<file path="config.mk">
export PLATFORM = sky130hd
export DESIGN_NAME = imgchk_top
export DESIGN_NICKNAME = d
export VERILOG_FILES = /design/src/rtl/imgchk_pkg.sv /design/src/rtl/imgchk_decode.sv /design/src/rtl/imgchk_accum.sv /design/src/rtl/imgchk_verify.sv /design/src/rtl/imgchk_top.sv
export SDC_FILE = /design/constraint.sdc
export NUM_CORES = 1
export LEC_CHECK = 0
export ABC_AREA = 1
export BUFFER_PORTS_ARGS = -buffer_cell sky130_fd_sc_hd__buf_4
export CAP_MARGIN = 20
export CORE_AREA = 10 10 90 92
export CTS_CLUSTER_SIZE = 40
export DETAILED_ROUTE_END_ITERATION = 8
export DIE_AREA = 0 0 100 102
export PLACE_DENSITY = 0.79
export SLEW_MARGIN = 15
export SYNTH_ARGS = -nofsm -noshare
export SYNTH_HDL_FRONTEND = slang
export SYNTH_SLANG_ARGS = --single-unit
</file>
<file path="constraint.sdc">
create_clock -name clk -period 2 [get_ports clk]
set_input_delay 0.1 -clock clk [delete_from_list [all_inputs] [get_ports clk]]
set_output_delay 0.1 -clock clk [all_outputs]
set_load 0.03 [all_outputs]
</file>
<file path="src/rtl/imgchk_pkg.sv">
package imgchk_pkg;

   typedef enum logic [7:0] {
      CK_NOP   = 8'h00,
      CK_RESET = 8'h01,
      CK_INIT  = 8'h02,
      CK_RUN   = 8'h03
   } ck_code_e;

   typedef struct packed {
      logic rst;
      logic init;
      logic run;
   } ck_dec_t;

endpackage

</file>
<file path="src/rtl/imgchk_decode.sv">
module imgchk_decode
   import imgchk_pkg::*;
(
   input  logic       cmd_valid,
   input  logic [7:0] cmd_code,
   output ck_dec_t    dec
);
   always_comb begin
      dec = '0;
      if (cmd_valid) begin
         unique case (cmd_code)
            CK_RESET: dec.rst  = 1'b1;
            CK_INIT:  dec.init = 1'b1;
            CK_RUN:   dec.run  = 1'b1;
            default:  dec      = '0;
         endcase
      end
   end
endmodule

</file>
<file path="src/rtl/imgchk_accum.sv">
module imgchk_accum #(
   parameter int BYTE_W = 8,
   parameter int SUM_W  = 16
) (
   input  logic              clk,
   input  logic              rst_n,
   input  logic              clr,
   input  logic              add_en,
   input  logic [BYTE_W-1:0] add_byte,
   output logic [SUM_W-1:0]  sum_q
);
   localparam int PAD_W = SUM_W - BYTE_W;

   logic [SUM_W-1:0] ext;
   assign ext = {{PAD_W{1'b0}}, add_byte};

   always_ff @(posedge clk or negedge rst_n) begin
      if (!rst_n)      sum_q <= '0;
      else if (clr)    sum_q <= '0;
      else if (add_en) sum_q <= sum_q + ext;
   end
endmodule

</file>
<file path="src/rtl/imgchk_verify.sv">
module imgchk_verify #(
   parameter int BYTE_W    = 8,
   parameter bit VERIFY_EN = 1'b1
) (
   input  logic              clk,
   input  logic              rst_n,
   input  logic              clr,
   input  logic              wr_en,
   input  logic [BYTE_W-1:0] wr_byte,
   input  logic              rb_valid,
   input  logic [BYTE_W-1:0] rb_byte,
   output logic              fail_q
);
   generate
      if (VERIFY_EN) begin : g_on
         logic [BYTE_W-1:0] ref_q;
         always_ff @(posedge clk or negedge rst_n) begin
            if (!rst_n)     ref_q <= '0;
            else if (wr_en) ref_q <= wr_byte;
         end
         always_ff @(posedge clk or negedge rst_n) begin
            if (!rst_n)                           fail_q <= 1'b0;
            else if (clr)                         fail_q <= 1'b0;
            else if (rb_valid && rb_byte != ref_q) fail_q <= 1'b1;
         end
      end else begin : g_off
         logic unused;
         assign unused = clk ^ rst_n ^ clr ^ wr_en ^ (^wr_byte) ^ rb_valid ^ (^rb_byte);
         assign fail_q = 1'b0;
      end
   endgenerate
endmodule

</file>
<file path="src/rtl/imgchk_top.sv">
module imgchk_top
   import imgchk_pkg::*;
#(
   parameter int              BYTE_W      = 8,
   parameter int              SUM_W       = 16,
   parameter bit              VERIFY_EN   = 1'b1,
   parameter logic [BYTE_W-1:0] FLAG_NORMAL = '0
) (
   input  logic              clk,
   input  logic              rst_n,
   input  logic              wr_valid,
   input  logic [BYTE_W-1:0] wr_byte,
   input  logic              wr_is_mem,
   input  logic              rb_valid,
   input  logic [BYTE_W-1:0] rb_byte,
   input  logic              cmd_valid,
   input  logic [7:0]        cmd_code,
   input  logic [BYTE_W-1:0] cmd_arg_lo,
   input  logic [BYTE_W-1:0] cmd_arg_hi,
   output logic              verify_fail,
   output logic              sum_ok,
   output logic              run_fail,
   output logic              reset_req,
   output logic              flag_we,
   output logic [BYTE_W-1:0] flag_wdata
);
   localparam logic [BYTE_W-1:0] FLAG_BOOT = '1;

   generate
      if (SUM_W != 2*BYTE_W) begin : g_bad_width
         $error("SUM_W must be twice BYTE_W");
      end
      if (FLAG_NORMAL == FLAG_BOOT) begin : g_bad_flag
         $error("FLAG_NORMAL must differ from the boot-mode value");
      end
   endgenerate

   ck_dec_t          dec;
   logic [SUM_W-1:0] sum_q;
   logic [SUM_W-1:0] total;
   logic             pass;
   logic             mem_wr;

   assign mem_wr = wr_valid && wr_is_mem;

   imgchk_decode u_dec (
      .cmd_valid (cmd_valid),
      .cmd_code  (cmd_code),
      .dec       (dec)
   );

   imgchk_accum #(.BYTE_W(BYTE_W), .SUM_W(SUM_W)) u_acc (
      .clk      (clk),
      .rst_n    (rst_n),
      .clr      (dec.init),
      .add_en   (mem_wr),
      .add_byte (wr_byte),
      .sum_q    (sum_q)
   );

   imgchk_verify #(.BYTE_W(BYTE_W), .VERIFY_EN(VERIFY_EN)) u_ver (
      .clk      (clk),
      .rst_n    (rst_n),
      .clr      (dec.init),
      .wr_en    (mem_wr),
      .wr_byte  (wr_byte),
      .rb_valid (rb_valid),
      .rb_byte  (rb_byte),
      .fail_q   (verify_fail)
   );

   assign total = sum_q + {cmd_arg_hi, cmd_arg_lo};
   assign pass  = (total == '0) && !verify_fail;

   always_ff @(posedge clk or negedge rst_n) begin
      if (!rst_n) begin
         reset_req <= 1'b0;
         flag_we   <= 1'b0;
         sum_ok    <= 1'b0;
         run_fail  <= 1'b0;
      end else begin
         reset_req <= dec.rst;
         flag_we   <= dec.run && pass;
         if (dec.init) begin
            sum_ok   <= 1'b0;
            run_fail <= 1'b0;
         end else if (dec.run) begin
            sum_ok <= pass;
            if (!pass) run_fail <= 1'b1;
         end
      end
   end

   assign flag_wdata = FLAG_NORMAL;
endmodule

</file>
-- Word-level counts from Yosys, hierarchy flattened
Cells that the tools add are included.
- register bits: 29
- input port bits: 46
- output and inout bits: 13
- word-level logic and storage cells: 37
- $add $sub $neg: 2
- equal/unequal tests: 5
- muxes and demuxes: 13
- reductions and logical operators: 10
- operator list (cell ; count):
    16-bit two-way mux ; 2
    16-bit adder ; 1
    16-bit by 8-bit adder with 16-bit output ; 1
    8-bit by 2-bit equality test with 1-bit output (second input constant) ; 2
    16-bit logical NOT ; 1
    1-bit two-way mux ; 10
    8-bit by 1-bit equality test with 1-bit output (second input constant) ; 1
    8-bit inequality test ; 1
    2-bit nonzero test ; 3
    1-bit logical AND ; 4
    3-bit two-way mux ; 1
    2-bit inequality test (second input constant) ; 1
    2-bit AND reduction ; 1
    1-bit logical NOT ; 1

-- Longest topological paths before layout
- depth after elaboration: 6
- mapped depth: 15
- mapped depth without buffers: 15

-- Cells and area by module
From an unflattened synthesis, not the netlist that was laid out.
- cells, all modules: 465
- area, all modules: 2989.1 µm²
- by module, submodules not included (module ; times used ; cells each ; area an instance (µm²) ; sequential area each (µm²)):
    imgchk_top ; 1 ; 225 ; 1249.9 ; 100.1
    imgchk_accum ; 1 ; 168 ; 1189.9 ; 400.4
    imgchk_verify ; 1 ; 56 ; 476.7 ; 225.2
    imgchk_decode ; 1 ; 16 ; 72.6 ; 0.0

-- Worst setup path before layout
No wires, ideal clock.
- path type: reg-to-reg
- from: reg u_acc.sum_q[0]
- to: reg run_fail
- library setup time: 0.128 ns
- arrival time: 1.872 ns
- data required time: 1.872 ns
- setup slack: 0.000 ns
- stages on the path, launching flop included: 13
- buffers on the path: 0
- period minus slack after synthesis: 2.000 ns
- path through: dfrtp_1 > ha_1 > fa_1 > nand3_1 > nand3_1 > a21oi_1 > nand3_1 > nor2_1 > nand3_1 > nor2_2 > nand3_2 > nand2_1 > a21oi_2
- word-level cells in the longest chain between the ends: 5
- RTL lines (what ; line ; text):
    start, declared ; imgchk_accum.sv:10 ; output logic [SUM_W-1:0] sum_q
    start signal, assigned ; imgchk_accum.sv:20 ; else if (add_en) sum_q <= sum_q + ext;
    16-bit adder ; imgchk_top.sv:72 ; assign total = sum_q + {cmd_arg_hi, cmd_arg_lo};
    16-bit logical NOT ; imgchk_top.sv:73 ; assign pass = (total == '0) && !verify_fail;
    1-bit logical AND ; imgchk_top.sv:73 ;
    2-bit inequality test (no source line) ; -- ;
    2-bit AND reduction (no source line) ; -- ;
    end signal, assigned ; imgchk_top.sv:80 ; run_fail <= 1'b0;
    end signal, assigned ; imgchk_top.sv:86 ; run_fail <= 1'b0;
    end signal, assigned ; imgchk_top.sv:89 ; if (!pass) run_fail <= 1'b1;
    end, declared ; imgchk_top.sv:22 ; output logic run_fail,
Every way passes these cells.
A chain may end at the register's enable or synchronous reset.

-- Worst setup path after layout
- from: reg u_acc.sum_q[0]
- to: reg u_acc.sum_q[14]
- word-level cells in the longest chain between the ends: 3
- RTL lines (what ; line ; text):
    16-bit by 8-bit adder with 16-bit output ; imgchk_accum.sv:20 ;
    16-bit two-way mux ; imgchk_accum.sv:20 ;
    16-bit two-way mux ; imgchk_accum.sv:19 ; else if (clr) sum_q <= '0;
Every way passes these cells. The select of a mux whose other input is x is not followed.

==> results.ini <==
[outcome]
outcome = finished, violations left
failed_checks = negative setup slack

[clocking]
cts.sinks = 29
worstSkewPairLatency_ns = 0.29
cts_tree = built
clock_path_buffers = 2
cts_buffers = 5
cts-htree-levels = 2
root_buffer = clkbuf_8
clkTransAtPathRegs_ns = 0.07

[grt]
busiest_layer = met2
grt_use_met1_pct = 15.3
overflow = 0
grt_max_degree = 30
first_global_vias = 3026
grt_use_met2_pct = 26.5
antenna_found_initial = 0
grt_pass1_wl_um = 12400
grt_usage_pct = 14.3
grtUsageMet3_pct = 3.37

[die]
core-area_sq_um = 6280
dieHeight_um = 102
num_rows = 29
initial_core_util_pct = 43.9
die_w_um = 100
ios = 59
dieArea_sq_um = 10200

[cells_and_area]
layout_commonest_cell = nand2_1
area.sequential_sq_um = 726
layout_common_cells = 125 x nand2_1, 73 x buf_4, 64 x inv_1
fillCellCount = 560
drive_gt1_share_pct = 27.2
multi_input_area_sq_um = 1890
antennaDiodeCount = 0
fin_nets = 574
final_cell_area_sq_um = 3660
syn_to_final_growth_pct = 32.7

[power]
total_power_mw = 4.40
max-vdd-ir-drop_v = 0.000658
powerDensity_nw_per_um2 = 1200
leakagePower_nw = 1.98

[synthesis]
synth-compound-area-share_pct = 9.94
synth.ff_latch_count = 29
synth_simple_gate_area_share_pct = 36.1
synth.distinct_cells = 37
ys.flop_type = dfrtp_1
synth_xor_area_share_pct = 3.81
yosysSeqAreaShare_pct = 26.3
synth_mux_area_share_pct = 0
synth.cell_area_sq_um = 2760
ys_warn_count = 0
synth_cells = 423
synth_top_family_by_area = simple AND/OR/NAND/NOR gates
synth_edf_count = 0
syn-mean-instance-area_sq_um = 6.52
synthAdderAreaFrac_pct = 11.9
async_flop_share_pct = 100

[sta]
rsz0062_at_grt = yes
fmax_mhz = 461
layout_min_cycle_time_ns = 2.17
setup_violations = 8
fin_ws_ns = -0.170
finalClockSkew_ns = 0.00471
slew_viol_final = 0
finalHoldViolations = 0
timing.final.crit_share_pct = 108

[detailed_routing]
wl_um = 7490
vias_per_cell = 5.00
ant_nets = 0
vias = 2904
routedWlPerCell_um = 12.9
remaining_drc_errors = 0
drt_iter0_markers = 73
first_pass_iters = 4

[placement]
gp_congestion = 0.882
dp_hpwl_um = 5890
port_buffers = 50
placed_area_sq_um = 3360

[hold_path]
hold_class = primary input to flip-flop
hold_depth = 3
hp-start = wr_byte[5]
hold_end = u_ver.g_on.ref_q[5]

[critical_path]
critPathMaxFanout = 3
crit_path_end_kind = flip-flop
reg2reg_depth = 13
timing.rr.start = u_acc.sum_q[0]
critical_path_class = flip-flop to flip-flop
worst_r2r_endpoint = u_acc.sum_q[14]
critPathLaunchType = flip-flop
reg2reg_slack_ns = -0.17
worstPathArrival_ns = 2.35
cp_data_required_time_ns = 2.18

[run]
max_cap_viol_count = 0

==> worst max-delay path: stages, from the launching register on <==
cell and delay, ns:
dfrtp_1 0.41, buf_4 0.15, buf_6 0.11, ha_4 0.15
fa_2 0.36, nand2_2 0.07, nand2_2 0.06, a21oi_4 0.24
o221ai_4 0.15, nand3_2 0.10, nand3b_1 0.12, nand2_1 0.05
nand2_1 0.05, nor2_1 0.04
==> state kept, by name, indices dropped and copies added, names as in the netlist <==
signal / cells
flag_we: 1
reset_req: 1
run_fail: 1
sum_ok: 1
u_acc.sum_q: 16
u_ver.fail_q: 1
u_ver.g_on.ref_q: 8
==> worst max path at each step <==
stage,from,end,slack (ns),cells after the start
global placement,u_acc.sum_q[0],u_acc.sum_q[14],-0.09,12
CTS,u_acc.sum_q[0],run_fail,-0.10,14
floorplan,u_acc.sum_q[0],run_fail,0.04,14
detailed placement,u_acc.sum_q[0],u_acc.sum_q[14],-0.20,12
finish,u_acc.sum_q[0],u_acc.sum_q[14],-0.17,13
global route,u_acc.sum_q[0],run_fail,-0.28,14
==> what timing repair did <==
action                     in CTS  in global routing
setup endpoints to repair       9                 13
hold buffers                    2                  0
pin swaps                       8                  7
gates resized for setup         9                 38
setup buffers                   0                  2
hold endpoints to repair       30                  0
==> report_power, final <==
group	total (mW)	internal [mW]	switching, mW	leakage, nW
logic	2.97	1.27	1.70	1.58
registers	0.890	0.756	0.134	0.348
clock network	0.538	0.310	0.228	0.0542
==> layout make-up <==
cell class / instances / area share, %
Clock buffer: 7 / 2.63
Clock inverter: 1 / 0.137
Inverter: 67 / 6.88
Multi-Input combinational cell: 323 / 51.7
Sequential cell: 29 / 19.8
Tap cell: 77 / 2.63
Timing Repair Buffer: 77 / 16.1
==> through the flow <==
step | setup TNS, ns | cells | hold slack (ns) | util [%] | setup slack (ns)
after global placement | -0.267 | 569 | 0.0455 | 53.5 | -0.0938
after CTS | -0.228 | 579 | 0.0335 | 56.0 | -0.105
after global routing | -1.88 | 581 | 0.0496 | 58.3 | -0.283
after detailed placement | -0.865 | 569 | 0.0481 | 53.5 | -0.196
after floorplan | 0 | 430 | -0.196 | - | 0.0410
final | -0.721 | 581 | 0.0369 | 58.3 | -0.170
==> layer usage <==
layer	vias to the layer above	part of all wire [%]	wire length [um]
met4	0	2.6	191
met5	-	0	0
met1	1315	41	3040
met2	76	52	3890
met3	18	4.9	369
li1	1495	-	-
==> synthesized netlist by cell type, types with 2 or more instances <==
master,number,area share [%]
nor3_1,3,0.54
a21oi_1,22,4.0
and2_1,2,0.45
nand2_1,132,18
fa_1,2,1.5
nand2_2,3,0.68
nor2_2,3,0.68
buf_4,8,2.2
xnor2_1,8,2.5
ha_1,23,10
o21ai_0,16,2.9
nand3_1,33,6.0
nand4_1,8,1.8
clkbuf_1,2,0.27
or2_2,4,0.91
inv_1,65,8.9
nand3_2,3,1.1
nor2_1,33,4.5
nand3b_1,3,0.82
and3_1,2,0.45
dfrtp_1,29,26
xor2_1,4,1.3
==> cell families after synthesis <==
group / after synthesis
AO/OA/AOI/OAI: 48
XOR/XNOR: 12
adder cells (fa/ha/maj): 25
buffers and inverters: 78
flip-flops: 29
other: 1
AND/OR/NAND/NOR: 230
Note: power is estimated with default switching activity, not from simulation.
